`config.mk`:
```
export PLATFORM = sky130hd
export DESIGN_NAME = ws_burst_rx
export DESIGN_NICKNAME = d
export VERILOG_FILES = /design/src/rtl/ws_rx_pkg.sv /design/src/rtl/ws_rx_coldec.sv /design/src/rtl/ws_rx_gather.sv /design/src/rtl/ws_rx_wrbuf.sv /design/src/rtl/ws_burst_rx.sv
export SDC_FILE = /design/constraint.sdc
export NUM_CORES = 1
export LEC_CHECK = 0
export ABC_AREA = 1
export BUFFER_PORTS_ARGS = -buffer_cell sky130_fd_sc_hd__buf_2
export CAP_MARGIN = 10
export CORE_MARGIN = 1.5
export CORE_UTILIZATION = 30
export DETAILED_ROUTE_END_ITERATION = 7
export PLACE_DENSITY = 0.61
export SLEW_MARGIN = 30
export SYNTH_ARGS = -nofsm -noshare
export SYNTH_HDL_FRONTEND = slang
export SYNTH_HIERARCHICAL = 1
export SYNTH_SLANG_ARGS = --single-unit
export TNS_END_PERCENT = 20
```
`constraint.sdc`:
```
create_clock -name clk -period 1.68 [get_ports clk]
set_input_delay 0.336 -clock clk [delete_from_list [all_inputs] [get_ports clk]]
set_output_delay 0.336 -clock clk [all_outputs]
set_load 0.01 [all_outputs]
```
`src/rtl/ws_rx_pkg.sv`:
```
package ws_rx_pkg;

  // Address width for a count of n items, never below one bit.
  function automatic int addr_bits(input int n);
    return (n > 1) ? $clog2(n) : 1;
  endfunction

  // Wider of two widths.
  function automatic int max_width(input int a, input int b);
    return (a > b) ? a : b;
  endfunction

endpackage

```
`src/rtl/ws_rx_coldec.sv`:
```
module ws_rx_coldec
  import ws_rx_pkg::*;
#(
  parameter int NUM_COLS = 8,
  localparam int COL_AW = addr_bits(NUM_COLS)
) (
  input  logic [COL_AW-1:0]   col,
  output logic [NUM_COLS-1:0] onehot
);

  for (genvar i = 0; i < NUM_COLS; i++) begin : g_bit
    assign onehot[i] = (col == COL_AW'(i));
  end

endmodule

```
`src/rtl/ws_rx_gather.sv`:
```
module ws_rx_gather
  import ws_rx_pkg::*;
#(
  parameter int NUM_ROWS = 8,
  parameter int NUM_COLS = 8,
  localparam int ROW_AW = addr_bits(NUM_ROWS)
) (
  input  logic                clk,
  input  logic                rst,
  input  logic                in_valid,
  input  logic                in_is_row,
  input  logic                in_last,
  input  logic [ROW_AW-1:0]   in_row,
  input  logic [NUM_COLS-1:0] col_dec,
  input  logic                w_full,
  output logic                in_ready,
  output logic                push,
  output logic [ROW_AW-1:0]   push_row,
  output logic [NUM_COLS-1:0] push_mask,
  output logic                orphan
);

  logic                g_open;
  logic                g_done;
  logic [ROW_AW-1:0]   g_row;
  logic [NUM_COLS-1:0] g_mask;

  logic accept;
  logic col_into_open;
  logic close_now;
  logic push_now;
  logic push_late;

  assign in_ready      = !g_done && !(in_is_row && g_open && w_full);
  assign accept        = in_valid && in_ready;
  assign col_into_open = accept && !in_is_row && g_open;
  assign close_now     = accept && g_open && (in_is_row || in_last);
  assign push_now      = close_now && !w_full;
  assign push_late     = g_done && !w_full;
  assign push          = push_now || push_late;
  assign push_row      = g_row;
  assign push_mask     = (push_late || in_is_row) ? g_mask : (g_mask | col_dec);
  assign orphan        = accept && !in_is_row && !g_open;

  always_ff @(posedge clk) begin
    if (rst) begin
      g_open <= 1'b0;
      g_done <= 1'b0;
      g_row  <= '0;
      g_mask <= '0;
    end else if (push_late) begin
      g_open <= 1'b0;
      g_done <= 1'b0;
    end else if (accept) begin
      if (in_is_row) begin
        g_open <= 1'b1;
        g_row  <= in_row;
        g_mask <= '0;
      end else if (g_open) begin
        g_mask <= g_mask | col_dec;
        if (in_last) begin
          if (w_full) g_done <= 1'b1;
          else        g_open <= 1'b0;
        end
      end
    end
  end


  col_bit_set_chk: assert property (@(posedge clk) disable iff (rst)
    col_into_open |=> ((g_mask & $past(col_dec)) == $past(col_dec)));


  done_needs_full_chk: assert property (@(posedge clk) disable iff (rst)
    $rose(g_done) |-> $past(w_full));

endmodule

```
`src/rtl/ws_rx_wrbuf.sv`:
```
module ws_rx_wrbuf
  import ws_rx_pkg::*;
#(
  parameter int NUM_ROWS = 8,
  parameter int NUM_COLS = 8,
  localparam int ROW_AW = addr_bits(NUM_ROWS)
) (
  input  logic                clk,
  input  logic                rst,
  input  logic                load,
  input  logic [ROW_AW-1:0]   load_row,
  input  logic [NUM_COLS-1:0] load_mask,
  input  logic                wr_ready,
  output logic                wr_valid,
  output logic [ROW_AW-1:0]   wr_row,
  output logic [NUM_COLS-1:0] wr_mask,
  output logic                full
);

  logic w_full;
  logic fire;

  assign fire     = w_full && wr_ready;
  assign wr_valid = w_full;
  assign full     = w_full;

  always_ff @(posedge clk) begin
    if (rst) begin
      w_full  <= 1'b0;
      wr_row  <= '0;
      wr_mask <= '0;
    end else if (load) begin
      w_full  <= 1'b1;
      wr_row  <= load_row;
      wr_mask <= load_mask;
    end else if (fire) begin
      w_full  <= 1'b0;
    end
  end


  wr_hold_chk: assert property (@(posedge clk) disable iff (rst)
    (wr_valid && !wr_ready) |=> (wr_valid && $stable(wr_row) && $stable(wr_mask)));


  load_only_empty_chk: assert property (@(posedge clk) disable iff (rst)
    load |-> !w_full);

endmodule

```
`src/rtl/ws_burst_rx.sv`:
```
module ws_burst_rx
  import ws_rx_pkg::*;
#(
  parameter int NUM_ROWS = 8,
  parameter int NUM_COLS = 8,
  localparam int ROW_AW = addr_bits(NUM_ROWS),
  localparam int COL_AW = addr_bits(NUM_COLS),
  localparam int WORD_W = max_width(ROW_AW, COL_AW)
) (
  input  logic                clk,
  input  logic                rst,
  input  logic                in_valid,
  output logic                in_ready,
  input  logic                in_is_row,
  input  logic                in_last,
  input  logic [WORD_W-1:0]   in_addr,
  output logic                wr_valid,
  input  logic                wr_ready,
  output logic [ROW_AW-1:0]   wr_row,
  output logic [NUM_COLS-1:0] wr_mask,
  output logic                err_orphan
);

  logic [NUM_COLS-1:0] col_dec;
  logic                w_full;
  logic                push;
  logic [ROW_AW-1:0]   push_row;
  logic [NUM_COLS-1:0] push_mask;
  logic                orphan;

  ws_rx_coldec #(.NUM_COLS(NUM_COLS)) u_dec (
    .col    (in_addr[COL_AW-1:0]),
    .onehot (col_dec)
  );

  ws_rx_gather #(.NUM_ROWS(NUM_ROWS), .NUM_COLS(NUM_COLS)) u_gather (
    .clk       (clk),
    .rst       (rst),
    .in_valid  (in_valid),
    .in_is_row (in_is_row),
    .in_last   (in_last),
    .in_row    (in_addr[ROW_AW-1:0]),
    .col_dec   (col_dec),
    .w_full    (w_full),
    .in_ready  (in_ready),
    .push      (push),
    .push_row  (push_row),
    .push_mask (push_mask),
    .orphan    (orphan)
  );

  ws_rx_wrbuf #(.NUM_ROWS(NUM_ROWS), .NUM_COLS(NUM_COLS)) u_wrbuf (
    .clk       (clk),
    .rst       (rst),
    .load      (push),
    .load_row  (push_row),
    .load_mask (push_mask),
    .wr_ready  (wr_ready),
    .wr_valid  (wr_valid),
    .wr_row    (wr_row),
    .wr_mask   (wr_mask),
    .full      (w_full)
  );

  always_ff @(posedge clk) begin
    if (rst) err_orphan <= 1'b0;
    else     err_orphan <= orphan;
  end


  orphan_err_chk: assert property (@(posedge clk) disable iff (rst)
    err_orphan |-> $past(in_valid && in_ready && !in_is_row));

endmodule

```
==> impl_metrics.env, run 1 <==
export IMPL_cts_buffers=3
export IMPL_die_y_um=65.5
export IMPL_area_sequential_um2=520
export IMPL_critPathCaptureType="output port"
export IMPL_cts_repair_resize_count=0
export IMPL_combPwrFrac_pct=11.3
export IMPL_cpPeakStageDelay_ns=0.44
export IMPL_grt_overflow=0
export IMPL_startpoint_type="flop"
export IMPL_switching_power_uw=298
export IMPL_antenna_found_initial=0
export IMPL_fin_crit_sh_pct=81.5
export IMPL_synthCells=169
export IMPL_cts_tree="built"
export IMPL_antenna_cells=0
export IMPL_grt_pass1_vias=902
export IMPL_nets=202
export IMPL_htreeDepth=1
export IMPL_tightest_slew_ns=0.363
export IMPL_fmax_mhz=730
export IMPL_cp_data_required_time_ns=1.34
export IMPL_syn_nets=178
export IMPL_timing_rr_start="u_wrbuf/full"
export IMPL_port_buffers=22
export IMPL_drc=0
export IMPL_yosysSeqAreaShare_pct=44.4
export IMPL_power_leakage_uw=0.000696
export IMPL_reg2reg_depth=6
export IMPL_grt_max_degree=16
export IMPL_arrival_ns=1.03
export IMPL_hold_viol_final=0
export IMPL_synth_seq_cells=26
export IMPL_clock_latency_ns=0.27
export IMPL_syn_to_final_growth_pct=18.3
export IMPL_grt_pass1_wl_um=3930
export IMPL_synth_top_cell_by_area="dfxtp_1"
export IMPL_critPathSlowestCell="dfxtp_1"
export IMPL_clock_sinks=26
export IMPL_power_share_clock_pct=38.7
export IMPL_synth_cell_types=20
export IMPL_ant_nets=0
export IMPL_routed_via_count=1035
export IMPL_fillers=415
export IMPL_hold_path_cell_count=2
export IMPL_drive_above_1_share_pct=21.9
export IMPL_path_buf_inv=2
export IMPL_hold_class="input pin to flop"
export IMPL_ir_worst_vdd_mv=0.475
export IMPL_yosysTopAreaCellShare_pct=44.4
export IMPL_fin_skew_ns=0.00484
export IMPL_rows=22
export IMPL_switching_share_pct=22.7
export IMPL_drt_first_pass_iters=4
export IMPL_max_cap_violations=0
export IMPL_multi_input_area_um2=514
export IMPL_grtUsageTotal_pct=11.7
export IMPL_crit_start="u_gather/g_open"
export IMPL_top_level_ports=23
export IMPL_reg2reg_to="u_wrbuf/wr_row[2]"
export IMPL_relSlewSlack_pct=75.8
export IMPL_rrSetupSlack_ns=0.34
export IMPL_dp_hpwl_um=1700
export IMPL_finalSetupViolations=0
export IMPL_clk_pin_slew_ns=0.09
export IMPL_max_clock_path_buffers=2
export IMPL_viasPerCell=4.31
export IMPL_worstSetupPathType="flop to output port"
export IMPL_core_area_mm2=0.00372
export IMPL_initial_core_util_pct=31.5
export IMPL_wl_per_cell_um=9.40
export IMPL_fin_crit_ns=1.37
export IMPL_dieWidth_um=65.5
export IMPL_power_density_mw_per_mm2=948
export IMPL_crit_fanout=6
export IMPL_min_from="rst"
export IMPL_crit_chain="nand3_2 -> nand2_1 -> inv_1 -> buf_2"
export IMPL_final_util_pct=37.3
export IMPL_worst_hold_path_endpoint="u_wrbuf/full"
export IMPL_path_delay_family="flip-flops"
export IMPL_syn_area_per_cell_um2=6.93
export IMPL_synthesis_area_mm2=0.00117
export IMPL_ys_warn_count=6
export IMPL_p_int_uw=1010
export IMPL_status="complete, no violations"
export IMPL_dr_first_iter_drc_count=27
export IMPL_routabilityCongestion=0.748
export IMPL_cts_setup_buffers=0
export IMPL_slew_viol_final=0
export IMPL_grt_setup_unrepaired="no"
export IMPL_ctsRootBufferMaster="clkbuf_8"
export IMPL_routed_wl_um=2260
export IMPL_fin_tns_setup_ns=0
export IMPL_synthTopCellsByArea="dfxtp_1 44%, nor2_1 12%, nand2_1 11%"
export IMPL_holdBufCountCts=0
export IMPL_fp_dieArea_mm2=0.00429
export IMPL_seq_power_share_pct=50.1
## registers in the layout, indices dropped and copies added, names as in the netlist
register,count
u_gather/g_mask,8
u_wrbuf/wr_mask,8
u_wrbuf/full,1
u_wrbuf/wr_row,3
err_orphan,1
u_gather/push_row,3
u_gather/g_done,1
u_gather/g_open,1
## worst max path at each step
stage | endpoint | slack, ns | cells past startpoint
global placement | u_wrbuf/wr_row[2] | 0.26 | 7
floorplan | u_wrbuf/wr_row[1] | 0.38 | 7
detailed placement | u_wrbuf/wr_mask[4] | 0.23 | 7
finish | in_ready | 0.31 | 4
global route | in_ready | 0.22 | 4
CTS | in_ready | 0.30 | 4
## placed cells by master, fill, tap and decap left out
| master | instances |
|---|---|
| nor2_4 | 1 |
| a21oi_1 | 9 |
| bufinv_16 | 1 |
| buf_4 | 2 |
| nand2_1 | 33 |
| nor2_2 | 4 |
| clkbuf_8 | 3 |
| buf_2 | 22 |
| a41oi_1 | 1 |
| nand3_2 | 2 |
| nand3_1 | 9 |
| nor3_1 | 2 |
| o21ai_2 | 1 |
| inv_1 | 20 |
| o211ai_1 | 1 |
| dfxtp_1 | 26 |
| o21ai_1 | 12 |
| a21oi_2 | 1 |
| inv_2 | 5 |
| o21ai_0 | 1 |
| nor2_1 | 36 |
## power by group through the flow
stage	logic (uW)	clock network (uW)	registers, uW
CTS	150	527	658
global route	169	543	662
finish	148	507	657
floorplan	95.1	0	678
global placement	149	0	672
detailed placement	149	0	672
## cells in the mapped netlist
cell type and instances:
nor2_4 1, nor2_2 4, nand2_1 33, nor2_1 36
nand3_1 9, nor3_1 2, a41oi_1 1, inv_2 5
o21ai_1 12, o21ai_0 1, a21oi_2 1, a21oi_1 9
o211ai_1 1, buf_6 2, o21ai_2 1, nand3_2 2
buf_2 1, buf_4 2, dfxtp_1 26, inv_1 20
## routing by layer
metal  track usage [%]  vias up  share of wire, %
li1                  -      566                 -
met1              17.1      443                53
met2              16.3       24                40
met3              3.08        2               4.9
met4              3.91        0               1.2
met5                 0        -                 0
## through the flow
stage / instance area, um2 / total power [uW] / instances / hold WS (ns) / setup slack (ns)
floorplan: 1170 / 773 / 169 / 0.398 / 0.385
global placement: 1310 / 821 / 236 / 0.445 / 0.263
detailed placement: 1310 / 821 / 236 / 0.450 / 0.225
CTS: 1390 / 1330 / 240 / 0.268 / 0.298
global route: 1390 / 1370 / 240 / 0.273 / 0.219
finish: 1390 / 1310 / 240 / 0.276 / 0.311
## cell type report
class                   instances  share of cell area, %
well taps                      48                   4.34
inverters                      25                   6.78
repair buffers                 24                   9.03
flip-flops and latches         26                   37.6
clock inverters                 1                   2.17
clock buffers                   3                   2.98
multi-input cells             113                   37.1
## cell families (layout without fill, tap and decap cells)
kind of cell	Yosys count	in the layout	synth area share, %
AO/OA/AOI/OAI	26	26	12.3
buffers and inverters	30	53	11.6
flip-flops	26	26	44.4
AND/OR/NAND/NOR	87	87	31.6
(Power assumes the default switching activity.)
==> run 2, diff against run 1 <==
- clock period: 1.68 -> 1.4 ns (I/O delays scaled with it)
==> run 2 against run 1 <==
  * Cell area grew 0.45%
  * Worst hold slack lost 0.057 ns
  * Clock skew shrank 0.0028 ns
  * Highest routed layer unchanged
  * Clock-buffer cell count is the same
  * Critical endpoint unchanged
  * Largest power group unchanged
  * Critical path type unchanged
  * Global-route usage grew 0.55 points
==> impl_metrics.env, run 2 (same netlist as run 1, synthesis figures left out) <==
export IMPL_status="complete, no violations"
export IMPL_cpPeakStageDelay_ns=0.39
export IMPL_grt_max_degree=14
export IMPL_crit_chain="nand3_2 -> nand2_1 -> inv_1 -> buf_2"
export IMPL_final_cell_mix="36 x nor2_1, 33 x nand2_1, 24 x dfxtp_1"
export IMPL_startpoint_type="flop"
export IMPL_final_common_cell="nor2_1"
export IMPL_drt_first_pass_iters=4
export IMPL_path_buf_inv=2
export IMPL_routabilityCongestion=0.751
export IMPL_fin_skew_ns=0.00200
export IMPL_max_cap_violations=0
export IMPL_cts_buffers=3
export IMPL_min_from="rst"
export IMPL_fin_crit_sh_pct=88.8
export IMPL_core_area_mm2=0.00372
export IMPL_ir_worst_vdd_mv=0.378
export IMPL_fmax_mhz=804
export IMPL_reg2reg_to="u_gather/push_row[2]"
export IMPL_crit_fanout=5
export IMPL_path_delay_family="flip-flops"
export IMPL_fp_dieArea_mm2=0.00429
export IMPL_viasPerCell=4.34
export IMPL_top_level_ports=23
export IMPL_hold_viol_final=0
export IMPL_max_clock_path_buffers=2
export IMPL_die_y_um=65.5
export IMPL_wl_per_cell_um=9.52
export IMPL_stdcell_count=243
export IMPL_use_met1_pct=17.7
export IMPL_grt_pass1_vias=945
export IMPL_rows=22
export IMPL_fin_area_mm2=0.00139
export IMPL_worstSetupPathType="flop to output port"
export IMPL_htreeDepth=1
export IMPL_dieWidth_um=65.5
export IMPL_clk_pin_slew_ns=0.08
export IMPL_dpl_cell_area_mm2=0.00134
export IMPL_cts_tree="built"
export IMPL_drive_above_1_share_pct=24.6
export IMPL_routed_wl_um=2310
export IMPL_finalSetupViolations=0
export IMPL_finalPower_uw=1380
export IMPL_port_buffers=22
export IMPL_dp_cells=240
export IMPL_grt_setup_unrepaired="no"
export IMPL_holdBufCountCts=0
export IMPL_cp_data_required_time_ns=1.12
export IMPL_dp_hpwl_um=1760
export IMPL_grt_busiest_layer="met1"
export IMPL_grt_pass1_wl_um=4040
export IMPL_slew_viol_final=0
export IMPL_tightest_slew_ns=0.277
export IMPL_grt_overflow=0
export IMPL_cts_setup_buffers=0
export IMPL_rrSetupSlack_ns=0.20
export IMPL_clock_sinks=26
export IMPL_hold_path_cell_count=2
export IMPL_grtUsageMet2_pct=17.1
export IMPL_routed_via_count=1055
export IMPL_power_density_mw_per_mm2=995
export IMPL_drc=0
export IMPL_antenna_cells=0
export IMPL_nets=206
export IMPL_initial_core_util_pct=31.5
export IMPL_ant_nets=0
export IMPL_worst_hold_path_endpoint="u_wrbuf/full"
export IMPL_relSlewSlack_pct=81.5
export IMPL_fin_tns_setup_ns=0
export IMPL_fin_crit_ns=1.24
export IMPL_arrival_ns=0.96
export IMPL_timing_rr_start="u_wrbuf/full"
export IMPL_power_leakage_uw=0.000704
export IMPL_clock_latency_ns=0.26
export IMPL_reg_top3="u_gather/g_mask x8, u_wrbuf/wr_mask x8"
export IMPL_syn_to_final_growth_pct=18.8
export IMPL_critPathCaptureType="output port"
export IMPL_critPathSlowestCell="dfxtp_2"
export IMPL_ctsRootBufferMaster="clkbuf_8"
export IMPL_reg2reg_depth=7
export IMPL_final_util_pct=37.4
export IMPL_grt_use_met3_pct=2.23
export IMPL_antenna_found_initial=0
export IMPL_dr_first_iter_drc_count=35
export IMPL_fillers=427
export IMPL_grtUsageTotal_pct=12.2
export IMPL_hold_class="input pin to flop"
==> run 2: cell types whose count changed in the layout (fill, tap and decap cells not counted), sizes merged <==
cell	before	now
bufinv	1	0
buf	24	28
==> run 2: where the power goes <==
group	leakage, uW	switching (uW)	internal [uW]
logic	0.000470	117	72.3
clock network	0.0000216	213	192
registers	0.000213	17.6	772
total	0.000704	347	1040
==> run 2: how the worst max path moves through the flow <==
stage / cells after the start / slack (ns) / from / end
6_report: 4 / 0.16 / u_wrbuf/full / in_ready
3_5_place_dp: 7 / 0.13 / in_is_row / u_wrbuf/wr_mask[0]
3_3_place_gp: 6 / 0.17 / u_gather/g_open / u_wrbuf/wr_row[2]
4_1_cts: 4 / 0.08 / u_gather/g_open / in_ready
2_1_floorplan: 7 / 0.10 / u_wrbuf/full / u_wrbuf/wr_row[1]
5_1_grt: 6 / 0.07 / u_wrbuf/full / u_wrbuf/wr_mask[7]
==> run 2: worst register-to-register path, stage by stage (launching register included) <==
cell     delay (ns)
dfxtp_2        0.36
nand3_2        0.09
nand3_2        0.11
buf_4          0.18
nor2_2         0.19
nand2_1        0.07
nand2_1        0.06
nor2_1         0.04
==> run 2: layer usage <==
metal  wire [um]  vias up
li1            -      577
met4          43        0
met3         106        4
met5           0        -
met2         930       25
met1        1230      449
==> run 2: final cells by class <==
| cell class | count | area, um2 | share of cell area [%] |
|---|---|---|---|
| clock buffers | 3 | 41.3 | 2.97 |
| flip-flops and latches | 26 | 523 | 37.6 |
| well taps | 48 | 60.1 | 4.32 |
| multi-input cells | 113 | 518 | 37.2 |
| repair buffers | 28 | 155 | 11.2 |
| inverters | 25 | 93.8 | 6.74 |
==> run 2: per-stage QoR <==
step | hold slack [ns] | worst slack, ns
CTS | 0.222 | 0.0764
detailed placement | 0.446 | 0.129
finish | 0.219 | 0.156
global placement | 0.443 | 0.166
global route | 0.210 | 0.0667
floorplan | 0.342 | 0.105
==> run 2: what timing repair did <==
item	4_1_cts	5_1_grt
endpoints found under the setup margin	0	4
hold endpoints to repair	0	0
resized for setup	0	3
==> run 3, diff against run 2 <==
- ABC_AREA: 1 -> unset
- PLACE_DENSITY: 0.61 -> 0.6
==> run 3 against run 2 <==
  * Synthesized cell count shrank 25%
  * Register-to-register slack worse by 0.12 ns
  * Cell area up 10%
  * Critical path type is now flop to flop
  * Critical endpoint is now u_wrbuf/wr_mask[0]
  * Largest cell class is now multi-input combinational cells
  * Highest routed layer unchanged
==> impl_metrics.env, run 3 <==
export IMPL_fmax_mhz=756
export IMPL_max_clock_path_buffers=2
export IMPL_top_level_ports=23
export IMPL_grt_setup_unrepaired="no"
export IMPL_worstSetupPathType="flop to flop"
export IMPL_worst_path_stages=5
export IMPL_syn_nets=135
export IMPL_finalSetupViolations=0
export IMPL_switching_power_uw=340
export IMPL_grt_max_degree=30
export IMPL_max_cap_violations=0
export IMPL_timing_rr_start="u_wrbuf/full"
export IMPL_rows=23
export IMPL_synth_cell_types=26
export IMPL_dp_hpwl_um=1810
export IMPL_synth_edf_count=0
export IMPL_synth_top_cell_by_area="dfxtp_1"
export IMPL_grt_pass1_vias=885
export IMPL_place_ws_ns=-0.0703
export IMPL_core_area_mm2=0.00403
export IMPL_hold_viol_final=0
export IMPL_synthTopCellsByArea="dfxtp_1 41%, mux2i_1 11%, a2111oi_2 9.5%"
export IMPL_clock_sinks=26
export IMPL_viasPerCell=4.72
export IMPL_slew_viol_final=0
export IMPL_ant_nets=0
export IMPL_routabilityCongestion=0.735
export IMPL_finalPower_uw=1550
export IMPL_syn_to_final_growth_pct=21.2
export IMPL_combPwrFrac_pct=10.7
export IMPL_rrSetupSlack_ns=0.08
export IMPL_startpoint_type="flop"
export IMPL_switching_share_pct=22.0
export IMPL_synthFlopType="dfxtp_1"
export IMPL_drt_first_pass_iters=4
export IMPL_relSlewSlack_pct=59.6
export IMPL_crit_chain="buf_4 -> a21oi_1 -> buf_6 -> mux2i_1 -> nor2_1"
export IMPL_path_buf_inv=2
export IMPL_critPathCaptureType="flop"
export IMPL_setup_ws_ns=0.0778
export IMPL_cts_buffers=3
export IMPL_routed_via_count=959
export IMPL_reg_top3="u_gather/g_mask x8, u_wrbuf/wr_mask x8"
export IMPL_port_buffers=22
export IMPL_synth_seq_cells=26
export IMPL_seq_power_share_pct=49.3
export IMPL_hold_class="input pin to flop"
export IMPL_reg2reg_to="u_wrbuf/wr_mask[0]"
export IMPL_grtUsageTotal_pct=11.5
export IMPL_power_density_mw_per_mm2=1010
export IMPL_cp_data_required_time_ns=1.54
export IMPL_yosysTopAreaCellShare_pct=41.1
export IMPL_dr_first_iter_drc_count=29
export IMPL_path_delay_family="flip-flops"
export IMPL_cts_tree="built"
export IMPL_grt_overflow=0
export IMPL_fp_dieArea_mm2=0.00462
export IMPL_cpPeakStageDelay_ns=0.39
export IMPL_endpoint="u_wrbuf/wr_mask[0]"
export IMPL_routed_wl_um=2460
export IMPL_stdcell_count=203
export IMPL_reg2reg_depth=5
export IMPL_drc=0
export IMPL_htreeDepth=1
export IMPL_synthCells=126
export IMPL_fin_tns_setup_ns=0
export IMPL_fin_crit_sh_pct=94.4
export IMPL_yosysSeqAreaShare_pct=41.1
export IMPL_crit_fanout=12
export IMPL_drive_above_1_share_pct=33.3
export IMPL_final_cell_mix="26 x dfxtp_1, 22 x buf_2, 19 x nor2_1"
export IMPL_synthArstFlopShare_pct=0
export IMPL_final_common_cell="dfxtp_1"
export IMPL_die_y_um=68
export IMPL_synthesis_area_mm2=0.00127
export IMPL_synth_common_cells="26 x dfxtp_1, 20 x nor2_1, 14 x mux2i_1"
export IMPL_p_int_uw=1210
export IMPL_arrival_ns=1.47
export IMPL_ir_worst_vdd_mv=0.379
export IMPL_fin_skew_ns=0.00866
export IMPL_wl_per_cell_um=12.1
export IMPL_crit_start="u_wrbuf/full"
export IMPL_grt_pass1_wl_um=3960
export IMPL_synth_most_common_cell="dfxtp_1"
export IMPL_ys_warn_count=6
export IMPL_status="complete, no violations"
export IMPL_final_util_pct=38.1
export IMPL_syn_area_per_cell_um2=10.1
export IMPL_clk_pin_slew_ns=0.09
export IMPL_dieWidth_um=68
export IMPL_ctsRootBufferMaster="clkbuf_8"
export IMPL_antenna_found_initial=0
export IMPL_power_leakage_uw=0.000623
export IMPL_initial_core_util_pct=31.5
export IMPL_nets=163
export IMPL_tightest_slew_ns=0.606
export IMPL_critPathSlowestCell="dfxtp_1"
export IMPL_fin_crit_ns=1.32
export IMPL_clock_latency_ns=0.27
export IMPL_antenna_cells=0
export IMPL_power_share_clock_pct=40.0
export IMPL_dp_cells=199
==> run 3: cell count changes in the layout (fill, tap and decap cells not counted), moves of 4 or more <==
cell,delta
a2111oi_2,+7
a21o_1,+8
a21oi_1,-6
inv_1,-10
inv_2,-5
mux2i_1,+14
nand2_1,-33
nand2b_1,+10
nand3_1,-9
nor2_1,-17
nor2_2,-4
o21ai_1,-11
==> run 3: cells by family after synthesis <==
group	count (synthesis)	synth area share (%)
AOI/OAI and AO/OA	25	20.2
buffers and inverters	17	7.60
DFF	26	41.1
muxes	14	11.1
and+or+nand+nor	44	20.0
==> run 3: per-stage QoR <==
stage	instance area [um2]	hold WS [ns]
floorplan	1270	0.344
global placement	1440	0.466
detailed placement	1440	0.474
CTS	1520	0.265
global route	1540	0.306
finish	1540	0.274
==> run 3: worst register-to-register path, cell delays in order, from the launching register on <==
cell and delay, ns:
dfxtp_1 0.39, buf_4 0.18, a21oi_1 0.15, buf_6 0.20
mux2i_1 0.22, nor2_1 0.06
==> run 3: cell type report <==
type,instances,area [um2]
clock buffers,3,41.3
clock inverters,1,30.0
fillers,428,2490
inverters,10,37.5
multi-input cells,83,671
flip-flops and latches,26,520
well taps,50,62.6
repair buffers,30,174
==> run 3: worst min-delay path by stage <==
stage / from / endpoint / slack (ns) / cells after the start
4_1_cts: wr_ready / u_wrbuf/full / 0.26 / 3
5_1_grt: wr_ready / u_wrbuf/full / 0.31 / 3
6_report: wr_ready / u_wrbuf/full / 0.27 / 3
2_1_floorplan: rst / err_orphan / 0.34 / 1
3_5_place_dp: u_gather/push_row[1] / u_gather/push_row[1] / 0.47 / 2
3_3_place_gp: u_gather/push_row[1] / u_gather/push_row[1] / 0.47 / 2
==> run 3: power by group through the flow <==
stage	Clock (uW)	Combinational, uW	Sequential, uW
floorplan	0	110	778
global placement	0	158	779
detailed placement	0	161	780
CTS	642	163	762
global route	662	182	764
finish	618	166	762
==> run 3: repair_timing <==
item	CTS	global route
pin swaps	0	1
setup endpoints to repair	8	4
buffers inserted	0	0
gates resized for setup	1	3
hold buffers	0	0
==> run 3: metal layers <==
| metal | GRT usage (%) | share of wire, % | routed length (um) | up-vias |
|---|---|---|---|---|
| met1 | 15.4 | 49 | 1200 | 448 |
| met5 | 0 | 0 | 0 | - |
| met4 | 6.00 | 0.57 | 14 | 0 |
| li1 | - | - | - | 493 |
| met3 | 1.48 | 2.7 | 67 | 2 |
| met2 | 18.0 | 48 | 1170 | 16 |
